<file path="config.mk">
export PLATFORM = sky130hd
export DESIGN_NAME = cpu_wait_gen
export DESIGN_NICKNAME = d
export VERILOG_FILES = /design/src/rtl/cwg_pkg.sv /design/src/rtl/cwg_edge_detect.sv /design/src/rtl/cwg_watchdog.sv /design/src/rtl/cwg_hold_fsm.sv /design/src/rtl/cpu_wait_gen.sv
export SDC_FILE = /design/constraint.sdc
export NUM_CORES = 1
export LEC_CHECK = 0
export BUFFER_PORTS_ARGS = -buffer_cell sky130_fd_sc_hd__buf_2
export CAP_MARGIN = 20
export CELL_PAD_IN_SITES_DETAIL_PLACEMENT = 1
export CELL_PAD_IN_SITES_GLOBAL_PLACEMENT = 1
export CORE_AREA = 2 2 39 41
export DETAILED_ROUTE_END_ITERATION = 6
export DIE_AREA = 0 0 41 43
export GPL_TIMING_DRIVEN = 0
export PLACE_DENSITY_LB_ADDON = 0.1
export SLEW_MARGIN = 30
export SYNTH_ARGS = -nofsm -noshare
export SYNTH_HDL_FRONTEND = slang
export SYNTH_SLANG_ARGS = --single-unit
</file>
<file path="constraint.sdc">
create_clock -name clk -period 1.19 [get_ports clk]
set_input_delay 0.0595 -clock clk [delete_from_list [all_inputs] [get_ports clk]]
set_output_delay 0.0595 -clock clk [all_outputs]
set_load 0.02 [all_outputs]
</file>
<file path="src/rtl/cwg_pkg.sv">
// Package: shared types for the CPU wait generator.
// Assumes: nothing beyond IEEE 1800-2017.
package cwg_pkg;

    // Hold state of the wait line controller
    typedef enum logic {
        HS_IDLE = 1'b0,
        HS_HOLD = 1'b1
    } hold_state_t;

endpackage

</file>
<file path="src/rtl/cwg_edge_detect.sv">
// Module: cwg_edge_detect
// Turns a level strobe into a one-cycle pulse on its 0-to-1 change.
// Assumes: strobe is synchronous to clk; the remembered level is 0 after reset.
module cwg_edge_detect (
    input  logic clk,
    input  logic rst_n,
    input  logic strobe,
    output logic pulse
);

    logic strobe_q;

    // Remember the strobe level seen at the previous edge
    always_ff @(posedge clk) begin
        if (!rst_n) strobe_q <= 1'b0;
        else        strobe_q <= strobe;
    end

    // Pulse when the strobe is high now and was low before
    always_comb begin
        pulse = strobe & ~strobe_q;
    end

endmodule

</file>
<file path="src/rtl/cwg_watchdog.sv">
// Module: cwg_watchdog
// Counts cycles while a wait is held and signals when the limit is reached.
// Assumes: run drops for at least one cycle between waits, which clears the count.
module cwg_watchdog #(
    parameter int unsigned LIMIT = 40
) (
    input  logic clk,
    input  logic rst_n,
    input  logic run,
    output logic expire
);

    localparam int unsigned CW = (LIMIT > 1) ? $clog2(LIMIT) : 1;
    localparam logic [CW-1:0] LAST = CW'(LIMIT - 1);

    logic [CW-1:0] count_q;

    // Count held cycles; restart from zero whenever no wait is held
    always_ff @(posedge clk) begin
        if (!rst_n)       count_q <= '0;
        else if (!run)    count_q <= '0;
        else if (!expire) count_q <= count_q + 1'b1;
    end

    // Limit reached on this cycle of the wait
    always_comb begin
        expire = run && (count_q == LAST);
    end

endmodule

</file>
<file path="src/rtl/cwg_hold_fsm.sv">
// Module: cwg_hold_fsm
// Decides when the wait line rises and falls.
// Assumes: access_pulse lasts one cycle; expire comes from the watchdog.
// A release request wins over the watchdog in the same cycle.
module cwg_hold_fsm
    import cwg_pkg::*;
(
    input  logic clk,
    input  logic rst_n,
    input  logic enable,
    input  logic access_pulse,
    input  logic drq,
    input  logic intrq,
    input  logic expire,
    output logic holding,
    output logic wd_trip
);

    hold_state_t state_q, state_d;
    logic        release_req;
    logic        start_req;

    // Release and start conditions
    always_comb begin
        release_req = ~enable | drq | intrq;
        start_req   = enable & access_pulse & ~drq;
    end

    // Next-state decision
    always_comb begin
        state_d = state_q;
        wd_trip = 1'b0;
        unique case (state_q)
            HS_IDLE: if (start_req) state_d = HS_HOLD;
            HS_HOLD: begin
                if (release_req) begin
                    state_d = HS_IDLE;
                end else if (expire) begin
                    state_d = HS_IDLE;
                    wd_trip = 1'b1;
                end
            end
            default: state_d = HS_IDLE;
        endcase
    end

    // State register
    always_ff @(posedge clk) begin
        if (!rst_n) state_q <= HS_IDLE;
        else        state_q <= state_d;
    end

    // Wait is held exactly while in the hold state
    always_comb begin
        holding = (state_q == HS_HOLD);
    end

endmodule

</file>
<file path="src/rtl/cpu_wait_gen.sv">
// Module: cpu_wait_gen (top)
// Stretches processor accesses to the disk data port until the controller
// requests data or ends the transfer, bounded by a watchdog of WD_LIMIT cycles.
// Assumes: all inputs synchronous to clk; reset is synchronous, active low.
module cpu_wait_gen #(
    parameter int unsigned WD_LIMIT = 40
) (
    input  logic clk,
    input  logic rst_n,
    input  logic wait_en,
    input  logic data_access,
    input  logic drq,
    input  logic intrq,
    output logic cpu_wait,
    output logic wd_expired
);

    logic access_pulse;
    logic holding;
    logic expire;
    logic wd_trip;
    logic expired_q;

    cwg_edge_detect u_edge (
        .clk    (clk),
        .rst_n  (rst_n),
        .strobe (data_access),
        .pulse  (access_pulse)
    );

    cwg_watchdog #(.LIMIT(WD_LIMIT)) u_wd (
        .clk    (clk),
        .rst_n  (rst_n),
        .run    (holding),
        .expire (expire)
    );

    cwg_hold_fsm u_fsm (
        .clk          (clk),
        .rst_n        (rst_n),
        .enable       (wait_en),
        .access_pulse (access_pulse),
        .drq          (drq),
        .intrq        (intrq),
        .expire       (expire),
        .holding      (holding),
        .wd_trip      (wd_trip)
    );

    // Sticky record of a watchdog release
    always_ff @(posedge clk) begin
        if (!rst_n)       expired_q <= 1'b0;
        else if (wd_trip) expired_q <= 1'b1;
    end

    // Drive outputs from registers
    always_comb begin
        cpu_wait   = holding;
        wd_expired = expired_q;
    end

endmodule

</file>
* Yosys cells after proc, flatten, opt, wreduce, memory -nomap -nowiden
Cells that the tools add are included. W data, S select, Z words.
Operators by class: equal/unequal tests 1, bitwise logic cells 9, multiplexer cells 7, reductions and logical operators 2, add/sub/neg operators 1
Operators by type and width (count):
- $add A6 B1 Y6 const B | 1
- $eq A6 B6 Y1 const B | 1
- $mux W1 | 6
- $not A1 Y1 | 4
- $and A1 B1 Y1 | 3
- $or A1 B1 Y1 | 2
- $pmux W1 S2 | 1
- $reduce_and A2 Y1 | 1
- $logic_and A1 B1 Y1 | 1
Word-level totals: word-level logic and storage cells 24, flip-flop bits (word level) 9

* Logic depth before layout (Yosys ltp)
word-level depth 6, mapped depth 4, gate-level depth less buffers 4

* Hierarchy
From an unflattened synthesis, not the netlist that was laid out.
Second synthesis, totals: cell total of the unflattened synthesis 42, area total of the unflattened synthesis 401.6 um2
Modules (own cells, without submodules):
- cwg_watchdog | times used 1, area each 271.5 um2, seq. area each 120.1 um2, cells each 30
- cwg_hold_fsm | times used 1, area each 62.6 um2, seq. area each 20.0 um2, cells each 7
- cwg_edge_detect | times used 1, area each 40.0 um2, seq. area each 20.0 um2, cells each 3
- cpu_wait_gen | times used 1, area each 27.5 um2, seq. area each 20.0 um2, cells each 2

* Least setup slack after synthesis
Ideal clock, no wire load.
kind register to register, start reg u_fsm.state_q, in the netlist u_fsm.holding, end reg u_wd.count_q[3], slack -0.004 ns, arrival 1.125 ns, period minus slack after synthesis 1.194 ns, stages on the path, launching flop included 4, cell sequence dfxtp_1 -> nand2_1 -> or3_1 -> o21ai_1
Between the ends: word-level cells in the longest chain between the ends 1, elaborated cells between the ends (all ways) 2, those cells by class reduce/logical (2)
RTL lines:
- from (decl) | RTL line cwg_hold_fsm.sv:19 | hold_state_t state_q, state_d;
- from (signal assigned) | RTL line cwg_hold_fsm.sv:50 | else state_q <= state_d;
- $reduce_and A2 Y1 (no line) / $logic_and A1 B1 Y1 (equally long branches)
- to (signal assigned) | RTL line cwg_watchdog.sv:22 | else if (!expire) count_q <= count_q + 1'b1;
- to (decl) | RTL line cwg_watchdog.sv:16 | logic [CW-1:0] count_q;
Parallel ways exist; a longest one is shown, timed or not. A chain may end at the register's enable or synchronous reset.

* Worst setup path after layout
start reg u_wd.count_q[0], end reg u_wd.count_q[0]
Between the ends: word-level cells in the longest chain between the ends 2, elaborated cells between the ends (all ways) 3, those cells by class add/sub (1); eq/ne (1); reduce/logical (1)
RTL lines:
- branches (longest 2 deep; another with $add A6 B1 Y6)
Parallel ways; which one is timed is not known.

==> results by group <==
Status
  – Status: completed

Min path
  – Hold Path Class: input pin to register
  – Hold depth: 2
  – Worst-case hold path end point: u_edge.strobe_q$_SDFF_PN0_
  – HP Start: data_access

Final layout
  – Area growth, synth to finish: 43.3%
  – Commonest non-fill, non-tap cell in the layout: buf_2
  – Diodes inserted: 0
  – Post-route design area: 534 um^2
  – Nets@finish: between 60 and 70
  – Most frequent cells in the layout: buf_2 (7), dfxtp_1 (5), dfxtp_2 (4)
  – Share of post-route cells with drive strength above 1: 0.415
  – FF+latch area: between 150 and 200 um^2
  – Filler cell count: around 160
  – Multi-input logic area: 250 um^2

Global route
  – Initial antenna violation count: 0
  – GRT Util Overall: 0.133
  – Global route total overflow: 0
  – Vias in the first global route: 340
  – First-pass GRT wire length: 1470 um
  – Largest net degree at the start of global routing: 8

Synth
  – Post-Synthesis Cells: 40
  – Synth Area per Inst: 9.32 um^2
  – Area leader, netlist: dfxtp_1
  – Post-synth top area share: 0.483
  – Ys flop type: dfxtp_1
  – Syn_nets: 47
  – Flops & latches, synth: 9
  – Seq/Total Area, Yosys: 0.483
  – Syn. warnings: 0
  – Mapped cell area: about 370 um^2
  – Synth unique cells: 21
  – Post-synth ARST share: 0
  – Post-synth EDFFs: 0
  – Synth area leaders: dfxtp_1 (48%), nand3_1 (5.4%), nor2_1 (4.0%)

Placed design
  – DP Area: 429 um^2
  – Port bufs: 7
  – DP HPWL: 679 um
  – Placer congestion estimate: 0.650

STA
  – Min Hold Slack: between 20 and 25 ps
  – Final setup fails: 0
  – Fin. max-slew vios: 0
  – Final period util: 0.919
  – Final hold violations: 0
  – Worst-margin pin slew: ~240 ps
  – RSZ-0062 raised after global routing: no
  – Relative slew slack: 0.841
  – Setup Skew: about 1.1 ps
  – Min Tclk post-route: 1090 ps
  – Max Freq: 915 MHz

Drt
  – DR WL/cell: roughly 13 um
  – Vias per cell: 5.07
  – Pre-Repair DR Iteration Count: 2
  – Detail Route Antenna Nets: 0
  – Via count: between 300 and 400
  – Number of remaining DRC errors: 0
  – Initial drt markers: 2
  – Routed Wire Length: 895 um

Floorplan
  – Initial Util: 0.269
  – Core area: 1380 um^2
  – Cell Rows: 14
  – Die width: roughly 41 um
  – I/O pin cnt: 8
  – Die Y: 43 um
  – Die Area: about 1800 um^2

Clock network
  – Clock sink count: 9
  – Cts bufs inserted: 3
  – TritonCTS clock tree: built
  – Maximum clock insertion buffer count: 2
  – Clock Latency Late Sink: 260 ps
  – Clock Root Buffer: clkbuf_4
  – Worst-path clk slew: 60 ps
  – H-tree depth: 1

Worst setup path
  – Reg2reg start: u_wd.count_q[0]$_SDFFE_PN0P_
  – Critical Path Max Stage Delay: 370 ps
  – CP cell instances: ha_4 > nand2_4 > buf_4 > nor3_1 > nor3b_1
  – Nature of the critical path startpoint: register
  – Critical Path AT: 1240 ps
  – Delay-heaviest family, CP: flip-flops
  – Critical path type: register to register
  – Worst reg2reg endpoint: u_wd.count_q[0]$_SDFFE_PN0P_
  – CP max stage cell: dfxtp_2
  – Flop-to-flop setup slack: 100 ps
  – Bufs and invs on worst path: 1
  – CP required: roughly 1300 ps
  – Cell count of the worst reg-to-reg path: 5
  – Crit end category: register
  – CP Max Fanout: 4

Power
  – Power per cell area: 1070 nW/um^2
  – Final Power: 0.000570 W
  – IR drop worst, VDD: 0.483 mV
  – Leak: about 0.18 nW

Run
  – # Max-Cap Violations: 0
[area by class of cell]
| class | instances | share of cell area |
|---|---|---|
| clock buffer | 4 | 0.0492 |
| multi-input combinational | 31 | 0.468 |
| sequential | 9 | 0.347 |
| tap | 16 | 0.0375 |
| timing repair buffer | 9 | 0.0984 |
[report_power, final]
group          total [W]  leakage (nW)  internal (W)  switching, W
clock           0.000239        0.0150      0.000129      0.000109
combinational  0.0000232        0.0947     0.0000123     0.0000109
sequential      0.000308        0.0748      0.000305    0.00000354
[state kept, by name, indices dropped and copies added (netlist names)]
name             cells
u_edge.strobe_q      1
u_fsm.holding        1
u_wd.count_q         6
wd_expired           1
[cells in the mapped netlist, types with 2 or more instances]
cell / n
nand2_1: 3
o21a_1: 2
or3_1: 2
o21ai_0: 2
nand3_1: 4
dfxtp_1: 9
nor2_1: 4
[cells by family (layout without fill, tap and decap cells)]
logic type,after synthesis,in the layout,synth area share
compound gates,7,7,0.117
xor+xnor,1,1,0.0235
fa+ha+maj,1,1,0.0336
buf+inv,0,13,0
flops,9,9,0.483
mux,1,1,0.0268
simple gates,21,21,0.315
[worst max-delay path by stage]
stage	start	end	slack (ps)	cells after the start
after floorplan	u_wd.count_q[0]$_SDFFE_PN0P_	u_fsm.holding$_SDFF_PN0_	50	4
final	u_wd.count_q[0]$_SDFFE_PN0P_	u_wd.count_q[0]$_SDFFE_PN0P_	100	5
after CTS	u_wd.count_q[0]$_SDFFE_PN0P_	u_fsm.holding$_SDFF_PN0_	0.7	4
after global placement	u_wd.count_q[0]$_SDFFE_PN0P_	u_wd.count_q[1]$_SDFFE_PN0P_	-90	4
after global routing	u_fsm.holding$_SDFF_PN0_	u_wd.count_q[3]$_SDFFE_PN0P_	20	3
after detailed placement	u_wd.count_q[0]$_SDFFE_PN0P_	u_wd.count_q[1]$_SDFFE_PN0P_	-120	4
[metrics by stage]
stage	utilization	std cells	TNS, ps	worst slack, ps
after global routing	0.386	69	0	16.3
after global placement	0.310	63	-201	-87.8
final	0.386	69	0	96.5
after detailed placement	0.310	63	-345	-115
after CTS	0.345	69	0	0.665
after floorplan	-	40	0	46.5
[per-layer routing]
layer	GRT usage	part of all wire	wire (um)	up-vias
li1	-	-	-	174
met1	0.150	0.41	368	162
met2	0.181	0.49	443	10
met3	0.0366	0.053	47	4
met4	0.140	0.040	36	0
met5	0	0	0	-
[timing repair]
action                                  in CTS  in global routing
gates cloned                                 0                  0
hold buffers                                 1                  0
resized for setup                            2                 12
pin swaps                                    1                  0
endpoints found under the hold margin        1                  0
setup buffers                                1                  0
endpoints found under the setup margin       5                  7
Note: power is estimated with default switching activity, not from simulation.
